`config.mk`:
```
export PLATFORM = sky130hd
export DESIGN_NAME = uart_frame_tx
export DESIGN_NICKNAME = d
export VERILOG_FILES = /design/src/rtl/uart_frame_tx.sv
export SDC_FILE = /design/constraint.sdc
export NUM_CORES = 1
export LEC_CHECK = 0
export BUFFER_PORTS_ARGS = -buffer_cell sky130_fd_sc_hd__clkbuf_2
export CORE_MARGIN = 3
export CORE_UTILIZATION = 52
export CTS_BUF_LIST = sky130_fd_sc_hd__clkbuf_16
export DETAILED_ROUTE_END_ITERATION = 7
export PLACE_DENSITY = 0.75
export SLEW_MARGIN = 20
export SYNTH_ARGS = -nofsm -noshare
export SYNTH_HDL_FRONTEND = slang
export SYNTH_SLANG_ARGS = --single-unit
export TNS_END_PERCENT = 100
```
`constraint.sdc`:
```
create_clock -name clk -period 4.22 [get_ports clk]
set_input_delay 0.211 -clock clk [delete_from_list [all_inputs] [get_ports clk]]
set_output_delay 0.211 -clock clk [all_outputs]
set_load 0.03 [all_outputs]
```
`src/rtl/uart_frame_tx.sv`:
```
module uart_frame_tx #(
  parameter int OVS = 16,
  parameter int DW  = 9
) (
  input  logic          clk,
  input  logic          rst_n,
  input  logic          tick,
  input  logic [DW-1:0] in_data,
  input  logic          in_valid,
  output logic          in_ready,
  input  logic [1:0]    cfg_len,
  input  logic [1:0]    cfg_stop,
  input  logic          cfg_par_en,
  input  logic          cfg_par_odd,
  input  logic          brk_req,
  input  logic          idle_req,
  output logic          txd,
  output logic          busy,
  output logic          done
);
  localparam int SW = DW + 2;
  localparam int CW = $clog2(2 * OVS + 1);
  localparam int LW = $clog2(SW + 1);

  typedef enum logic [1:0] {PH_IDLE, PH_BITS, PH_STOP} phase_t;

  phase_t        ph;
  logic [SW-1:0] sh;
  logic [LW-1:0] left;
  logic [CW-1:0] cnt, stop_t;
  logic          brk_p, idl_p;

  logic [LW-1:0] wlen, dlen;
  logic [DW-1:0] dsel, word;
  logic [CW-1:0] stop_ticks;
  logic          par, accept, go_brk, go_idl, go_any;

  always_comb begin
    case (cfg_len)
      2'b01:   wlen = LW'(DW);
      2'b10:   wlen = LW'(DW - 2);
      default: wlen = LW'(DW - 1);
    endcase
    case (cfg_stop)
      2'b01:   stop_ticks = CW'(OVS / 2);
      2'b10:   stop_ticks = CW'(2 * OVS);
      2'b11:   stop_ticks = CW'(OVS + OVS / 2);
      default: stop_ticks = CW'(OVS);
    endcase
  end

  assign dlen = wlen - LW'(cfg_par_en);
  assign dsel = in_data & ~({DW{1'b1}} << dlen);
  assign par  = (^dsel) ^ cfg_par_odd;
  assign word = cfg_par_en ? (dsel | (DW'(par) << (wlen - LW'(1)))) : dsel;

  assign busy     = (ph != PH_IDLE);
  assign in_ready = !busy && !brk_p && !idl_p;
  assign accept   = in_valid && in_ready;
  assign go_brk   = !busy && brk_p;
  assign go_idl   = !busy && !brk_p && idl_p;
  assign go_any   = accept || go_brk || go_idl;

  always_ff @(posedge clk or negedge rst_n) begin
    if (!rst_n) begin
      ph     <= PH_IDLE;
      sh     <= '0;
      left   <= '0;
      cnt    <= '0;
      stop_t <= '0;
      txd    <= 1'b1;
      done   <= 1'b0;
      brk_p  <= 1'b0;
      idl_p  <= 1'b0;
    end else begin
      done  <= 1'b0;
      brk_p <= (brk_p && !go_brk) || brk_req;
      idl_p <= (idl_p && !go_idl) || idle_req;
      if (go_any) begin
        ph     <= PH_BITS;
        cnt    <= '0;
        stop_t <= stop_ticks;
        if (go_brk) begin
          sh   <= '0;
          left <= wlen + LW'(2);
          txd  <= 1'b0;
        end else if (go_idl) begin
          sh   <= '1;
          left <= wlen + LW'(1);
          txd  <= 1'b1;
        end else begin
          sh   <= {1'b0, word, 1'b0};
          left <= wlen + LW'(1);
          txd  <= 1'b0;
        end
      end else if (tick) begin
        case (ph)
          PH_BITS: begin
            if (cnt == CW'(OVS - 1)) begin
              cnt <= '0;
              if (left == LW'(1)) begin
                ph  <= PH_STOP;
                txd <= 1'b1;
              end else begin
                sh   <= sh >> 1;
                txd  <= sh[1];
                left <= left - LW'(1);
              end
            end else begin
              cnt <= cnt + CW'(1);
            end
          end
          PH_STOP: begin
            if (cnt == stop_t - CW'(1)) begin
              cnt  <= '0;
              ph   <= PH_IDLE;
              done <= 1'b1;
            end else begin
              cnt <= cnt + CW'(1);
            end
          end
          default: ;
        endcase
      end
    end
  end
endmodule


```
==> results of run 1 <==
[logic make-up after synthesis]
family / Yosys count / synth area share
AOI/OAI and AO/OA: 53 / 0.176
xor gates and xnor gates: 13 / 0.0838
adders and majority gates: 15 / 0.107
buffers and inverters: 20 / 0.0451
DFF: 29 / 0.369
muxes: 2 / 0.0127
and+or+nand+nor: 76 / 0.207
[sequential cells by signal, summed over array words and instances (netlist names)]
register	flops
txd	1
cnt	6
idl_p	1
left	4
sh	10
stop_t	3
ph	2
done	1
brk_p	1
[how the worst max path moves through the flow]
stage               slack (ns)           endpoint  cells past startpoint       startpoint
finish                    1.65  sh[9]$_DFFE_PN0P_                      5  idl_p$_DFF_PN0_
CTS                       1.68  sh[9]$_DFFE_PN0P_                      5  idl_p$_DFF_PN0_
global route              1.36  sh[9]$_DFFE_PN0P_                      5  idl_p$_DFF_PN0_
detailed placement        1.71  sh[9]$_DFFE_PN0P_                      5  idl_p$_DFF_PN0_
floorplan                 2.19  sh[7]$_DFFE_PN0P_                      7       cfg_len[1]
global placement          1.76  sh[9]$_DFFE_PN0P_                      5  idl_p$_DFF_PN0_
[through the flow]
stage          total power, mW  setup WS (ns)
2_1_floorplan            0.890           2.19
3_3_place_gp             0.992           1.76
3_5_place_dp              1.00           1.71
4_1_cts                   1.33           1.68
5_1_grt                   1.44           1.36
6_report                  1.32           1.65
[layout make-up]
cell class                 instances  area [um^2]
clock buffer                       5          125
clock inverter                     3         12.5
fill                             304         1250
inverter                          13         48.8
multi-input combinational        159         1160
sequential                        29          727
tap                               46         57.6
timing repair buffer              24          120
[placed cells by master, fill, tap and decap left out, types with 2 or more instances in the layout]
| master | synthesis | final |
|---|---|---|
| o21ai_1 | 2 | 2 |
| clkinv_1 | 0 | 2 |
| o31ai_1 | 3 | 3 |
| nor2_1 | 19 | 19 |
| nor3_1 | 5 | 5 |
| nor2b_1 | 4 | 4 |
| nand3_1 | 4 | 4 |
| and3_1 | 4 | 4 |
| nand2_1 | 22 | 22 |
| nor4_4 | 2 | 2 |
| clkbuf_2 | 0 | 24 |
| dfrtp_1 | 28 | 28 |
| nand2b_1 | 4 | 4 |
| a21oi_1 | 5 | 5 |
| xnor2_1 | 4 | 4 |
| o21ai_0 | 18 | 18 |
| xor2_1 | 5 | 5 |
| clkbuf_16 | 0 | 5 |
| xor3_1 | 2 | 2 |
| inv_1 | 13 | 13 |
| ha_1 | 12 | 12 |
| nor4_1 | 3 | 3 |
| or3_1 | 3 | 3 |
| o211ai_1 | 3 | 3 |
| a31oi_1 | 7 | 7 |
| a21o_1 | 3 | 3 |
| fa_1 | 3 | 3 |
[metal layers]
metal  vias up  track usage
li1        788            -
met1       740        0.245
met2        38        0.326
met3         6       0.0499
met4         0       0.0684
met5         -            0
[power by group through the flow]
stage	combinational, mW	sequential (mW)	clock, mW
3_3_place_gp	0.498	0.494	0
6_report	0.506	0.491	0.325
2_1_floorplan	0.411	0.479	0
3_5_place_dp	0.507	0.495	0
5_1_grt	0.576	0.511	0.349
4_1_cts	0.511	0.491	0.333
[worst max-delay path, cell delays in order (launching register included)]
cell and delay [ns]:
dfrtp_1 0.48, nor3_1 0.26, nand2b_1 0.81, nand2_1 0.53, o22ai_1 0.31, a21oi_1 0.06
==> reports/results.txt, run 1 <==
Slew HR - 0.332
top-area cell type share of the netlist area - 0.355
FFs w/ async S/R, synth - 1.00
worst path required time - 4.37 ns
Via density - 5.63
WP data arrival - 2.72 ns
Syn Area/Cell - 9.48 um^2
number of setup buffers added after CTS - 0
Hold Violations, Final - 28
sequential fraction of the synthesis area - 0.369
Hold Buf Count CTS - 0
Post-synth top cells - 28 x dfrtp_1, 22 x nand2_1, 19 x nor2_1
port buffer count - 24
CTS Sinks - 29
Peak VDD IR - 0.292 mV
Placed Cells - 271
Critical R2R Capture - sh[9]$_DFFE_PN0P_
dominant cells by area after synthesis - dfrtp_1 36%, ha_1 7.6%, o21ai_0 4.6%
initial DRC count - 94
Overflow after GRT - 0
post-route cell area - 2250 um^2
drt pass-1 iters - 4
Layout area overhead - 14.0%
Net Sw Frac - 0.371
die width - 67.6 um
switching pwr - 491 uW
utilization of the core after routing - 0.643
WL met1 - 1770 um
met2 WL - 1880 um
TritonCTS buffer count - 5
ant diodes - 0
DR top layer - met4
Fin Clk Skew - 0.00546 ns
NumNets Final - 268
vias in the first global route - 1464
deepest clock path buffer count - 2
CTS H-tree lvls - 2
Cell variety after synth - 52
setup slack, reg-to-reg - 1.65 ns
failing checks - hold timing
Pwr per Cell Area - 588 nW/um^2
WL per Instance - 13.9 um
max-cap violations - 0
CP Class - flop to flop
Seq pwr share - 0.371
Ys Warns - 0
initial antenna violation count - 0
largest net degree at the start of global routing - 30
Initial Util - 0.564
min Tclk post-route - 2.57 ns
RSZ-0062 raised after global routing - false
ANT nets after route - 0
Core Footprint - 3490 um^2
Final Slew Violations - 0
Skew-Pair Late Insertion Delay - 0.27 ns
Synth Register Bits - 29
Fmax - 389 MHz
count leader, synth - dfrtp_1
setup TNS - 0 ns
post-DP HPWL - 2910 um
Hold Path Class - primary input to asynchronous set/reset pin
Post-synth EDFFs - 0
synthesized instance count - 208
Comb power frac - 0.383
die height - 67.6 um
area leader, netlist - dfrtp_1
Tcrit/Tclk final - 0.609
Least-Margin Pin Slew - 1.00 ns
Post-Synthesis Cell Area - 1970 um^2
Root Buffer - clkbuf_16
first-pass GRT wire length - 6610 um
crit end category - flop
Final Setup Violations - 0
Gates resized, CTS repair - 0
CTS tree - built
internal power - 831 uW
Fin Hold WS - -0.0133 ns
Clock Power Share - 0.246
met3 wire len - 167 um
crit-path max FO - 28
DRC - 0
clk slew on worst S/H paths - 0.05 ns
Critical Path Start Type - flop
syn_nets - 244
total global-route track usage - 0.196
status - complete, but fails checks
Final Routed Wirelength - 3880 um
# IOs - 25
gpl congestion - 0.811
layout cells sized above 1 - 0.172
worst reg-to-reg path cell count - 5
Via Count - 1572
area post-placement - 2110 um^2
Cell Rows - 21
die area - 4570 um^2
fin cells - 279
reg-to-reg critical path startpoint - idl_p$_DFF_PN0_
most used flip-flop cell after synthesis - dfrtp_1
Lkg Pwr - 1.05 nW
No activity file was read; power rests on OpenSTA's default activity.
==> run 2: changes to the inputs <==
clock period = 2.4 ns   (was 4.22 ns; I/O delays follow)
==> run 2 against run 1 <==
Sequential share of layout area is 1.2 points lower. Fmax is 23% higher. Critical endpoint is now left[1]$_DFFE_PN0P_. Clock power up 110%. Sequential cell count unchanged. Clock-buffer cell count stayed put. Critical path depth is 3 higher. Critical path type unchanged. The run now ends clean.
==> reports/results.txt, run 2 (synthesized netlist as in run 1, its figures left out) <==
status - completed
Root Buffer - clkbuf_16
crit end category - flop
Top Usage Layer GRT - met2
Via density - 5.57
CTS Sinks - 29
initial antenna violation count - 0
deepest clock path buffer count - 2
largest net degree at the start of global routing - 30
total global-route track usage - 0.212
Final Slew Violations - 0
Fin Clk Skew - 0.00846 ns
worst slack at placement - 0.0955 ns
Fin Hold WS - 0.0210 ns
initial DRC count - 104
Lkg Pwr - 1.10 nW
largest registers - sh: 10 flops, cnt: 6 flops, left: 4 flops
die area - 4570 um^2
drt pass-1 iters - 5
ANT nets after route - 0
Overflow after GRT - 0
Skew-Pair Late Insertion Delay - 0.28 ns
CP Class - flop to flop
total power - 2.52 mW
clk slew on worst S/H paths - 0.05 ns
Biggest register - sh
Least-Margin Pin Slew - 0.715 ns
die width - 67.6 um
CTS tree - built
commonest cells after routing, fill and taps aside - 28 x dfrtp_1, 24 x clkbuf_2, 22 x nand2_1, 19 x nor2_1, 18 x o21ai_0
Core Footprint - 3490 um^2
Gates resized, CTS repair - 0
Cell Rows - 21
WL per Instance - 14.2 um
NumNets Final - 276
port buffer count - 24
DRC - 0
Slew HR - 0.523
crit-path max FO - 7
Initial Util - 0.564
Hold Path Class - primary input to flop
commonest non-fill, non-tap cell in the layout - dfrtp_1
Peak VDD IR - 0.580 mV
Critical Path Start Type - flop
Final Setup Violations - 0
first-pass GRT wire length - 7250 um
worst path required time - 2.54 ns
number of setup buffers added after CTS - 0
WP data arrival - 2.22 ns
Pwr per Cell Area - 1080 nW/um^2
gpl congestion - 0.774
die height - 67.6 um
GRT met1 Usage - 0.263
layout cells sized above 1 - 0.195
GRT met3 Usage - 0.0516
ant diodes - 0
Via Count - 1600
vias in the first global route - 1615
min Tclk post-route - 2.08 ns
CTS H-tree lvls - 2
max reg flops - 10
Layout area overhead - 18.4%
Fmax - 480 MHz
post-DP HPWL - 3120 um
met2 usage - 0.352
Final Routed Wirelength - 4080 um
# IOs - 25
Tcrit/Tclk final - 0.867
Worst Setup Slack, final - 0.319 ns
TritonCTS buffer count - 5
setup TNS - 0 ns
Hold Violations, Final - 0
max-cap violations - 0
Hold Buf Count CTS - 1
RSZ-0062 raised after global routing - false
-- run 2: changes by cell type in the layout (fill, tap and decap cells not counted), sizes merged --
cell and delta:
dlygate4sd3 +1, bufinv +1, inv +1, buf +7
clkinv -2
-- run 2: final cells by class --
class	count	area, um^2
Fill cell	314	1160
Multi-Input combinational cell	159	1160
Sequential cell	29	727
Timing Repair Buffer	32	183
Clock buffer	5	125
Tap cell	46	57.6
Inverter	13	48.8
Clock inverter	3	37.5
-- run 2: layer usage --
metal,routed length (um),vias up
li1,-,804
met1,1920,759
met2,1950,29
met3,143,8
met4,61,0
met5,0,-
-- run 2: final timing paths --
path	start	endpoint	slack, ns	depth (start not counted)
worst max-delay path	cnt[0]$_DFFE_PN0P_	left[1]$_DFFE_PN0P_	0.32	8
worst min-delay path	idle_req	idl_p$_DFF_PN0_	0.02	2
worst max register to register	cnt[0]$_DFFE_PN0P_	left[1]$_DFFE_PN0P_	0.32	8
worst min register to register	stop_t[4]$_DFFE_PN0N_	stop_t[4]$_DFFE_PN0N_	0.49	2
max in group asynchronous	rst_n	sh[10]$_DFFE_PN0P_	1.51	2
min in group asynchronous	rst_n	done$_DFF_PN0_	0.43	2
-- run 2: critical path, cell delays in order, from the launching register on --
cell,delay (ns)
dfrtp_1,0.38
ha_1,0.26
nand3_4,0.13
nor4_4,0.28
nand2b_1,0.24
buf_4,0.22
and2_0,0.14
o21ai_0,0.18
o21ai_0,0.11
-- run 2: power by group --
part           internal [mW]  switching (mW)  total, mW
Clock                  0.481           0.213      0.693
Combinational          0.437           0.520      0.957
Sequential             0.689           0.179      0.868
-- run 2: per-stage QoR --
step / instances / area (um^2) / utilization
3_3_place_gp: 278 / 2160 / 0.619
3_5_place_dp: 278 / 2160 / 0.619
4_1_cts: 287 / 2330 / 0.668
6_report: 287 / 2330 / 0.668
2_1_floorplan: 208 / 1970 / -
5_1_grt: 287 / 2330 / 0.668
==> run 3: changes to the inputs <==
CORE_ASPECT_RATIO = 0.8   (was unset)
==> run 3 against run 2 <==
Clock power barely moved. Final cell count shrank 1.7%. Wire length grew 6.3%. Design area down 0.54%. Highest routed layer unchanged.
==> reports/results.txt, run 3 (synthesized netlist as in run 1, its figures left out) <==
DRC - 0
Skew-Pair Late Insertion Delay - 0.28 ns
Final Routed Wirelength - 4340 um
WL per Instance - 15.4 um
Cell Rows - 19
crit end category - flop
# IOs - 25
layout cells sized above 1 - 0.192
post-DP HPWL - 3190 um
status - completed
gpl congestion - 0.806
total global-route track usage - 0.210
kind of cell adding the most delay to the critical path - simple AND/OR/NAND/NOR gates
CTS tree - built
Fmax - 473 MHz
ant diodes - 0
crit-path max FO - 7
CP max-delay cell - dfrtp_1
switching pwr - 913 uW
setup TNS - 0 ns
min Tclk post-route - 2.11 ns
Final Setup Violations - 0
Final Slew Violations - 0
Layout area overhead - 17.8%
ANT nets after route - 0
number of setup buffers added after CTS - 0
deepest clock path buffer count - 2
min-delay src - brk_req
Buf+Inv Stages, Crit Path - 0
Gates resized, CTS repair - 0
Biggest register - sh
Hold Buf Count CTS - 1
worst path required time - 2.55 ns
Fillers - 290
initial antenna violation count - 0
CTS H-tree lvls - 2
CP Class - flop to flop
Seq pwr share - 0.345
first-pass GRT wire length - 7110 um
reg-to-reg critical path startpoint - cnt[0]$_DFFE_PN0P_
WP data arrival - 2.26 ns
Worst Hold Endpoint - brk_p$_DFF_PN0_
Fin Clk Skew - 0.00615 ns
setup slack, reg-to-reg - 0.29 ns
Peak VDD IR - 0.507 mV
Critical Path Start Type - flop
Slew HR - 0.526
CP peak stage delay - 0.38 ns
max-cap violations - 0
commonest non-fill, non-tap cell in the layout - dfrtp_1
drt pass-1 iters - 4
internal power - 1.61 mW
clk slew on worst S/H paths - 0.05 ns
Net Sw Frac - 0.363
Initial Util - 0.557
Via density - 5.75
die area - 4570 um^2
Critical R2R Capture - sh[7]$_DFFE_PN0P_
Pwr per Cell Area - 1080 nW/um^2
NumNets Final - 275
vias in the first global route - 1532
die height - 61.1 um
worst reg-to-reg path cell count - 7
Hold Path Class - primary input to flop
utilization of the core after routing - 0.656
Core Footprint - 3540 um^2
WHS Path Cells - 2
Via Count - 1622
TritonCTS buffer count - 5
Lkg Pwr - 1.10 nW
die width - 74.9 um
Critical Path, Cell by Cell - ha_1 -> nand3_4 -> nor4_4 -> nand2b_1 -> mux2_4 -> a21oi_2 -> o41ai_2
Hold Violations, Final - 0
Least-Margin Pin Slew - 0.712 ns
CTS Sinks - 29
Clock Power Share - 0.275
largest registers - sh: 10 flops, cnt: 6 flops, left: 4 flops
Root Buffer - clkbuf_16
Comb power frac - 0.381
port buffer count - 24
commonest cells after routing, fill and taps aside - 28 x dfrtp_1, 24 x clkbuf_2, 22 x nand2_1, 19 x nor2_1, 18 x o21ai_0
largest net degree at the start of global routing - 30
Tcrit/Tclk final - 0.880
RSZ-0062 raised after global routing - false
max reg flops - 10
Overflow after GRT - 0
initial DRC count - 135
-- run 3: cell count changes in the layout (fill, tap and decap cells not counted) --
cell,delta
buf_4,-1
-- run 3: how the worst max path moves through the flow --
| stage | slack [ns] | startpoint | end | cells past startpoint |
|---|---|---|---|---|
| floorplan | 0.46 | cfg_len[1] | sh[7]$_DFFE_PN0P_ | 7 |
| global placement | 0.17 | cfg_len[1] | sh[7]$_DFFE_PN0P_ | 8 |
| detailed placement | 0.09 | cfg_len[1] | sh[7]$_DFFE_PN0P_ | 8 |
| CTS | 0.31 | cfg_len[1] | sh[7]$_DFFE_PN0P_ | 8 |
| global route | 0.12 | cnt[0]$_DFFE_PN0P_ | left[1]$_DFFE_PN0P_ | 8 |
| finish | 0.29 | cnt[0]$_DFFE_PN0P_ | sh[7]$_DFFE_PN0P_ | 7 |
-- run 3: layout make-up --
cell class	count	area [um^2]	share of cell area
sequential	29	727	0.313
clock inverter	3	37.5	0.0162
inverter	13	48.8	0.0210
timing repair buffer	31	175	0.0754
multi-input combinational	159	1160	0.498
clock buffer	5	125	0.0539
tap	42	52.6	0.0226
-- run 3: per-layer routing --
| metal | vias to the layer above | GRT usage | share of wire |
|---|---|---|---|
| met4 | 0 | 0.0838 | 0.013 |
| li1 | 792 | - | - |
| met2 | 24 | 0.328 | 0.49 |
| met3 | 7 | 0.0440 | 0.028 |
| met5 | - | 0 | 0 |
| met1 | 799 | 0.288 | 0.47 |
-- run 3: stage by stage --
stage	area, um^2	hold WS, ns	total power [mW]	setup WS [ns]	std cells
6_report	2320	0.0212	2.52	0.288	282
5_1_grt	2320	0.0230	2.70	0.118	282
4_1_cts	2320	0.0194	2.53	0.315	282
3_5_place_dp	2150	0.212	1.81	0.0858	273
3_3_place_gp	2150	0.206	1.79	0.172	273
2_1_floorplan	1970	-0.176	1.56	0.456	208
-- run 3: power by group through the flow --
stage	clock, mW	sequential (mW)	combinational (mW)
floorplan	0	0.842	0.723
global placement	0	0.868	0.924
detailed placement	0	0.872	0.943
CTS	0.700	0.868	0.960
global route	0.716	0.899	1.08
finish	0.692	0.868	0.959
